--- config.mk ---
export PLATFORM = sky130hd
export DESIGN_NAME = dual_addr_useq
export DESIGN_NICKNAME = d
export VERILOG_FILES = /design/src/rtl/useq_pkg.sv /design/src/rtl/useq_rst_sync.sv /design/src/rtl/useq_cond_mux.sv /design/src/rtl/useq_next_addr.sv /design/src/rtl/useq_cmar_reg.sv /design/src/rtl/dual_addr_useq.sv
export SDC_FILE = /design/constraint.sdc
export NUM_CORES = 1
export LEC_CHECK = 0
export BUFFER_PORTS_ARGS = -buffer_cell sky130_fd_sc_hd__buf_4
export CAP_MARGIN = 25
export CORE_ASPECT_RATIO = 1.2
export CORE_MARGIN = 2
export CORE_UTILIZATION = 33
export DETAILED_ROUTE_END_ITERATION = 7
export HOLD_SLACK_MARGIN = 0.02
export PLACE_DENSITY = 0.83
export SYNTH_ARGS = -nofsm -noshare
export SYNTH_HDL_FRONTEND = slang
export SYNTH_SLANG_ARGS = --single-unit
--- constraint.sdc ---
create_clock -name clk -period 0.8 [get_ports clk]
set_clock_uncertainty 0.15 [all_clocks]
set_input_delay 0.08 -clock clk [delete_from_list [all_inputs] [get_ports clk]]
set_output_delay 0.08 -clock clk [all_outputs]
set_load 0.03 [all_outputs]
--- src/rtl/useq_pkg.sv ---
package useq_pkg;
  typedef enum logic [1:0] {
    RT_ENTRY   = 2'd0,
    RT_TAKEN   = 2'd1,
    RT_FALLOFF = 2'd2
  } route_e;
endpackage

--- src/rtl/useq_rst_sync.sv ---
module useq_rst_sync (
  input  logic clk,
  input  logic rst_n,
  output logic rst_sync_n
);
  logic stage_q;
  logic out_q;

  always_ff @(posedge clk or negedge rst_n) begin
    if (!rst_n) begin
      stage_q <= 1'b0;
      out_q   <= 1'b0;
    end else begin
      stage_q <= 1'b1;
      out_q   <= stage_q;
    end
  end

  assign rst_sync_n = out_q;
endmodule

--- src/rtl/useq_cond_mux.sv ---
module useq_cond_mux #(
  parameter int FLAG_W = 4,
  parameter int SEL_W  = 3
) (
  input  logic [FLAG_W-1:0] flags_i,
  input  logic [SEL_W-1:0]  sel_i,
  output logic              cond_o
);
  localparam int NCODE = 1 << SEL_W;

  logic [NCODE-1:0] cand;

  // code 0: always true; 1..FLAG_W: one flag each; rest: false
  for (genvar k = 0; k < NCODE; k++) begin : g_code
    if (k == 0) begin : g_always
      assign cand[k] = 1'b1;
    end else if (k <= FLAG_W) begin : g_flag
      assign cand[k] = flags_i[k-1];
    end else begin : g_unmapped
      assign cand[k] = 1'b0;
    end
  end

  assign cond_o = cand[sel_i];
endmodule

--- src/rtl/useq_next_addr.sv ---
module useq_next_addr
  import useq_pkg::*;
#(
  parameter int OPC_W  = 8,
  parameter int ADDR_W = 10
) (
  input  logic              start_i,
  input  logic [OPC_W-1:0]  opcode_i,
  input  logic              cond_i,
  input  logic [ADDR_W-1:0] true_addr_i,
  input  logic [ADDR_W-1:0] false_addr_i,
  output logic [ADDR_W-1:0] next_addr_o
);
  localparam int PAD_W = ADDR_W - OPC_W;

  route_e            route;
  logic [ADDR_W-1:0] entry_addr;

  assign entry_addr = {opcode_i, {PAD_W{1'b0}}};

  always_comb begin
    if (start_i)     route = RT_ENTRY;
    else if (cond_i) route = RT_TAKEN;
    else             route = RT_FALLOFF;
  end

  always_comb begin
    unique case (route)
      RT_ENTRY: next_addr_o = entry_addr;
      RT_TAKEN: next_addr_o = true_addr_i;
      default:  next_addr_o = false_addr_i;
    endcase
  end
endmodule

--- src/rtl/useq_cmar_reg.sv ---
module useq_cmar_reg #(
  parameter int ADDR_W = 10
) (
  input  logic              clk,
  input  logic              rst_n,
  input  logic [ADDR_W-1:0] cmar_d,
  output logic [ADDR_W-1:0] cmar_q
);
  always_ff @(posedge clk or negedge rst_n) begin
    if (!rst_n) cmar_q <= '0;
    else        cmar_q <= cmar_d;
  end
endmodule

--- src/rtl/dual_addr_useq.sv ---
module dual_addr_useq #(
  parameter int CTRL_W = 16,
  parameter int OPC_W  = 8,
  parameter int ADDR_W = 10,
  parameter int FLAG_W = 4,
  parameter int SEL_W  = 3,
  localparam int WORD_W = CTRL_W + SEL_W + 2*ADDR_W
) (
  input  logic              clk,
  input  logic              rst_n,
  input  logic              start_i,
  input  logic [OPC_W-1:0]  opcode_i,
  input  logic [FLAG_W-1:0] flags_i,
  input  logic [WORD_W-1:0] uword_i,
  output logic [ADDR_W-1:0] cmar_o,
  output logic [CTRL_W-1:0] ctrl_o
);
  localparam int F_LSB    = 0;
  localparam int T_LSB    = ADDR_W;
  localparam int SEL_LSB  = 2*ADDR_W;
  localparam int CTRL_LSB = SEL_LSB + SEL_W;

  logic              rst_sync_n;
  logic [ADDR_W-1:0] f_addr;
  logic [ADDR_W-1:0] t_addr;
  logic [SEL_W-1:0]  sel;
  logic              cond;
  logic [ADDR_W-1:0] cmar_d;

  assign f_addr = uword_i[F_LSB +: ADDR_W];
  assign t_addr = uword_i[T_LSB +: ADDR_W];
  assign sel    = uword_i[SEL_LSB +: SEL_W];
  assign ctrl_o = uword_i[CTRL_LSB +: CTRL_W];

  useq_rst_sync u_rst_sync (
    .clk        (clk),
    .rst_n      (rst_n),
    .rst_sync_n (rst_sync_n)
  );

  useq_cond_mux #(.FLAG_W(FLAG_W), .SEL_W(SEL_W)) u_cond_mux (
    .flags_i (flags_i),
    .sel_i   (sel),
    .cond_o  (cond)
  );

  useq_next_addr #(.OPC_W(OPC_W), .ADDR_W(ADDR_W)) u_next_addr (
    .start_i      (start_i),
    .opcode_i     (opcode_i),
    .cond_i       (cond),
    .true_addr_i  (t_addr),
    .false_addr_i (f_addr),
    .next_addr_o  (cmar_d)
  );

  useq_cmar_reg #(.ADDR_W(ADDR_W)) u_cmar_reg (
    .clk    (clk),
    .rst_n  (rst_sync_n),
    .cmar_d (cmar_d),
    .cmar_q (cmar_o)
  );
endmodule

==> run metrics, run 1 <==
status complete, but fails checks; violated checks negative hold slack, negative setup slack; fraction of the mapped netlist area in adder cells 0%; synthesized-area fraction occupied by ao, oa, aoi and oai cells 23.8%; Cell Pwr Density 1340 mW/mm^2; net switching fraction of the power 31.8%; clock tree from TritonCTS built; first-pass GRT wire length 3680 um; post-synthesis cell type count 16; # rows 18; XOR/XNOR share of the synthesized area 0%; slowest cell delay on critical path 0.39 ns; number of cells produced by synthesis 78; Post-Synthesis Mean Instance Area 9.29 sq um; count of endpoints failing setup in the final report 20; H-tree levels 1; most used cells in the layout excluding fill and tap cells sky130_fd_sc_hd__buf_4 (36), sky130_fd_sc_hd__buf_6 (16), sky130_fd_sc_hd__dfrtp_1 (12); Antenna Cells 0; Die Area 0.00259 sq mm; pre-CTS setup slack -0.426 ns; final layout net count 179; static leakage power 0.602 nW; number of hold-repair buffers added at the cts stage 1; placed wire-length estimate after detailed placement 1600 um; via count 834; gp weighted congestion 0.794; final critical-path setup slack -0.228 ns; Synth-to-Final Area Change 81.9%; Chip Width 46.8 um; io pins 80; Buf/Inv on CP 1; Routed Antenna Nets 0; top cell type by total area after synthesis sky130_fd_sc_hd__dfrtp_1; Port Buf Inserts 47; ordered list of cells on the worst path buf_6; top fanout value on the critical path 1; net switching component of the power 560 uW; Arr. time, crit path 0.80 ns; cell internal pwr 1.20 mW; pin count of the biggest net entering global routing 17; Die Height 55.3 um; max-slew violation count 0; sum of routed wire length over all layers 2530 um; worst min-delay path category primary input to register; critical path's top delay family flip-flops; share of Yosys cell area claimed by the top area cell type 41.5%; final critical-path share of the clock period 128%; combinational family with the most area after synthesis compound AO/OA/AOI/OAI gates; startpoint-to-endpoint class of the critical path register to primary output; crit path capture type primary output; Via density 5.45; global-route usage over all layers 19.0%; part of the power in registers 39.3%; detailed-routing iteration count for the pre-antenna-repair pass 4; net count after synthesis 132; part of the total power dissipated in the clock network 20.4%; max capacitance violation total 0; CTS Root Buffer Type sky130_fd_sc_hd__clkbuf_4; Yosys warning total 0; Fmax 973 MHz; area fraction in and, or, nand and nor cells after synthesis 16.6%; final hold violations 12; number of remaining DRC errors 0; IR Drop Worst-Case VDD 0.000668 V; initial antenna violation count 0; clock tree sinks 12; share of post-route cells with drive strength above 1 69.9%; # fillers 162; later-pin clock latency in the skew report 0.27 ns; startpoint types register; violation count after the first detailed-routing iteration 19; sequential element share of the synthesized area 41.5%; clock slew at reported path FFs 0.07 ns; via count of the first global-routing pass 855; effective utilization at floorplan 35.0%; crit path max-delay cell type sky130_fd_sc_hd__dfrtp_1; most common cell after layout, fill and taps aside sky130_fd_sc_hd__buf_4; tightest hold margin -0.174 ns; final global-route overflow total 0; top cells by area in the synthesized netlist sky130_fd_sc_hd__dfrtp_1 (41%), sky130_fd_sc_hd__buf_4 (17%), sky130_fd_sc_hd__a31oi_1 (6.9%), sky130_fd_sc_hd__nand3_1 (6.9%), sky130_fd_sc_hd__o21ai_0 (6.2%); Clock Tree Buf Depth 2; Placeable Area 0.00207 sq mm; critical path required time 0.57 ns; setup repair after global routing missed its margin yes; Syn Std Cell Area 724 sq um; Gate power share 40.2%; Seq cells post-synth 12; routed wirelength normalized by instance count 16.5 um; clock buffers created by TritonCTS 3; mux share of post-synthesis cell area 0%; final critical delay including setup and external delays 1.03 ns; final total power 1.76 mW
per-stage QoR:
stage               TNS [ns]  util [%]  cell area, sq um  std cells
floorplan              -1.66         -               732         78
global route           -3.68      63.6              1320        153
detailed placement     -3.91      49.5              1030        140
global placement       -3.56      49.5              1030        140
finish                 -3.15      63.6              1320        153
CTS                    -2.96      60.4              1250        151
Yosys cell counts, drive strengths merged:
| library cell | number |
|---|---|
| buf | 16 |
| clkbuf | 1 |
| nor2 | 10 |
| o21ai | 10 |
| inv | 1 |
| conb | 1 |
| nand3 | 10 |
| a31oi | 8 |
| nand2b | 1 |
| dfrtp | 12 |
| a21oi | 4 |
| nor3b | 1 |
| and4b | 1 |
| a21o | 2 |
worst paths after layout:
check | to | depth (start not counted) | startpoint | slack [ns]
worst max-delay path | cmar_o[7] | 1 | u_cmar_reg.cmar_q[7]$_DFF_PN0_ | -0.23
max in group asynchronous | u_cmar_reg.cmar_q[4]$_DFF_PN0_ | 0 | u_rst_sync.rst_sync_n$_DFF_PN0_ | 0.19
worst min-delay path | u_cmar_reg.cmar_q[0]$_DFF_PN0_ | 2 | start_i | -0.17
min in group asynchronous | u_rst_sync.rst_sync_n$_DFF_PN0_ | 2 | rst_n | -0.02
worst min register to register | u_cmar_reg.cmar_q[5]$_DFF_PN0_ | 0 | u_rst_sync.rst_sync_n$_DFF_PN0_ | 0.02
worst max register to register | u_rst_sync.rst_sync_n$_DFF_PN0_ | 0 | u_rst_sync.stage_q$_DFF_PN0_ | 0.18
flip-flops by register name, summed over array words and instances, names as in the netlist:
| name | cells |
|---|---|
| u_rst_sync.stage_q | 1 |
| u_rst_sync.rst_sync_n | 1 |
| u_cmar_reg.cmar_q | 10 |
cell families after synthesis:
logic type / after synthesis
other cells: 1
compound gates: 24
simple gates: 23
buf+inv: 18
flops: 12
per-layer routing:
| metal | global-route usage (%) | up-vias | part of all wire, % | wire length [um] |
|---|---|---|---|---|
| met5 | 0 | - | 0 | 0 |
| met4 | 14.7 | 0 | 6.5 | 164 |
| met3 | 1.96 | 27 | 9.7 | 245 |
| met2 | 33.1 | 57 | 52 | 1330 |
| met1 | 18.6 | 389 | 31 | 791 |
| li1 | - | 361 | - | - |
power by group through the flow:
stage,registers [mW],clock network (mW),logic (mW)
4_1_cts,0.695,0.367,0.657
2_1_floorplan,0.796,0,0.302
3_5_place_dp,0.697,0,0.527
3_3_place_gp,0.693,0,0.519
6_report,0.693,0.360,0.709
5_1_grt,0.700,0.387,0.748
what timing repair did:
| action | 4_1_cts | 5_1_grt |
|---|---|---|
| gates cloned | 4 | 0 |
| pin swaps | 21 | 12 |
| gates resized for setup | 31 | 12 |
| buffers inserted | 3 | 2 |
| endpoints found under the hold margin | 28 | 28 |
| endpoints found under the setup margin | 20 | 20 |
area by class of cell:
class / instances / area [sq um] / share of cell area (%)
well taps: 30 / 37.5 / 2.85
inverters: 1 / 3.75 / 0.285
clock buffers: 3 / 22.5 / 1.71
repair buffers: 55 / 495 / 37.6
flip-flops and latches: 12 / 300 / 22.8
multi-input cells: 52 / 458 / 34.8
Power figures use the tool's default switching activity.
==> run 2: changes to the inputs <==
--- a/config.mk
+++ b/config.mk
@@ -12,7 +12,7 @@
 export CORE_UTILIZATION = 33
 export DETAILED_ROUTE_END_ITERATION = 7
 export HOLD_SLACK_MARGIN = 0.02
-export PLACE_DENSITY = 0.83
+export PLACE_DENSITY = 0.78
 export SYNTH_ARGS = -nofsm -noshare
 export SYNTH_HDL_FRONTEND = slang
 export SYNTH_SLANG_ARGS = --single-unit
==> run 2 against run 1 <==
Net effect: critical path type unchanged; the flow still finishes with violations (negative hold slack, negative setup slack); via count down 4.1%; clock power up 32%; largest cell class is now multi-input combinational cells; setup slack worse by 0.021 ns; clock-buffer cell count rose by 1; largest power group unchanged; maximum frequency decreased by 2.0%; final area hardly changed; total power increased by 6.5%.
==> run metrics, run 2 (same netlist as run 1, synthesis figures left out) <==
status complete, but fails checks; violated checks negative hold slack, negative setup slack; slowest cell delay on critical path 0.40 ns; setup repair after global routing missed its margin yes; final critical delay including setup and external delays 1.05 ns; pin count of the biggest net entering global routing 17; tightest hold margin -0.168 ns; critical path required time 0.57 ns; io pins 80; final layout net count 176; max-slew violation count 0; placed wire-length estimate after detailed placement 1490 um; IR Drop Worst-Case VDD 0.000634 V; Cell Pwr Density 1420 mW/mm^2; clock tree from TritonCTS built; logic depth of the worst register-to-register path 0; number of hold-repair buffers added at the cts stage 1; cell depth of the worst min-delay path 2; utilization of the core after routing 63.6%; number of remaining DRC errors 0; Die Area 0.00259 sq mm; violation count after the first detailed-routing iteration 12; met1 Resource Use GR 16.9%; critical path depth 1; met2 GRT Util 30.9%; final global-route overflow total 0; Routed Antenna Nets 0; busiest layer in global routing met2; crit path max-delay cell type sky130_fd_sc_hd__dfrtp_1; Synth-to-Final Area Change 82.0%; via count 800; final critical-path setup slack -0.248 ns; sum of routed wire length over all layers 2440 um; final critical-path share of the clock period 131%; max capacitance violation total 0; startpoint-to-endpoint class of the critical path register to primary output; critical path's top delay family flip-flops; Largest register FFs 10; Arr. time, crit path 0.82 ns; crit path capture type primary output; clock slew at reported path FFs 0.07 ns; CTS Root Buffer Type sky130_fd_sc_hd__clkbuf_4; Clock Tree Buf Depth 2; worst min-delay path category primary input to register; Chip Width 46.8 um; Via density 5.30; clock buffers created by TritonCTS 3; most common cell after layout, fill and taps aside sky130_fd_sc_hd__buf_4; largest register by flop count u_cmar_reg.cmar_q; Fmax 954 MHz; initial antenna violation count 0; later-pin clock latency in the skew report 0.27 ns; first-pass GRT wire length 3350 um; H-tree levels 1; clock tree sinks 12; summed negative setup slack over all endpoints -3.40 ns; # fillers 157; Buf/Inv on CP 1; static leakage power 0.597 nW; global-route usage over all layers 17.5%; Post-DP Area 0.00103 sq mm; effective utilization at floorplan 35.0%; post-layout instance area 0.00132 sq mm; Port Buf Inserts 47; share of post-route cells with drive strength above 1 70.2%; # rows 18; final non-filler cell total 151; routing usage on met3 1.31%; startpoint types register; Antenna Cells 0; Placeable Area 0.00207 sq mm; routed wirelength normalized by instance count 16.2 um; Die Height 55.3 um; final hold violations 12; detailed-routing iteration count for the pre-antenna-repair pass 5; instance count after placement with tap cells included 140; count of endpoints failing setup in the final report 20; top fanout value on the critical path 1; via count of the first global-routing pass 803; ordered list of cells on the worst path buf_6; gp weighted congestion 0.745; most used cells in the layout excluding fill and tap cells sky130_fd_sc_hd__buf_4 (35), sky130_fd_sc_hd__buf_6 (13), sky130_fd_sc_hd__dfrtp_1 (12)
[run 2: power by group]
group / internal (mW) / switching, mW / leakage, nW
registers: 0.660 / 0.0353 / 0.141
logic: 0.360 / 0.346 / 0.435
clock network: 0.277 / 0.198 / 0.0210
total: 1.30 / 0.580 / 0.597
[run 2: final timing paths]
path,from,end,slack (ns)
min in group asynchronous,rst_n,u_rst_sync.rst_sync_n$_DFF_PN0_,-0.03
worst max-delay path,u_cmar_reg.cmar_q[3]$_DFF_PN0_,cmar_o[3],-0.25
worst min register to register,u_rst_sync.rst_sync_n$_DFF_PN0_,u_cmar_reg.cmar_q[3]$_DFF_PN0_,0.02
worst min-delay path,start_i,u_cmar_reg.cmar_q[0]$_DFF_PN0_,-0.17
max in group asynchronous,u_rst_sync.rst_sync_n$_DFF_PN0_,u_cmar_reg.cmar_q[4]$_DFF_PN0_,0.18
worst max register to register,u_rst_sync.rst_sync_n$_DFF_PN0_,u_cmar_reg.cmar_q[4]$_DFF_PN0_,0.18
[run 2: layout make-up]
type                    count  area [sq um]  share of cell area [%]
clock buffers               4          36.3                    2.75
inverters                   1          3.75                   0.285
multi-input cells          52           472                    35.8
flip-flops and latches     12           300                    22.8
well taps                  30          37.5                    2.85
repair buffers             52           469                    35.6
[run 2: per-layer routing]
| layer | vias to the layer above | share of wire, % | wire, um |
|---|---|---|---|
| met5 | - | 0 | 0 |
| met4 | 0 | 4.2 | 103 |
| met3 | 21 | 11 | 259 |
| met2 | 60 | 53 | 1290 |
| met1 | 365 | 32 | 785 |
| li1 | 354 | - | - |
[run 2: stage by stage]
step	worst slack, ns	total power, mW	hold WS [ns]
after detailed placement	-0.461	1.22	-0.286
after global placement	-0.363	1.21	-0.288
after CTS	-0.246	1.82	-0.172
final	-0.248	1.88	-0.168
after floorplan	-0.170	1.10	-0.366
after global routing	-0.268	1.96	-0.171
[run 2: timing repair]
action,CTS,global route
hold endpoints to repair,31,28
pin swaps,16,16
resized for setup,30,14
buffers inserted,0,2
setup endpoints to repair,20,20
cloned,4,0
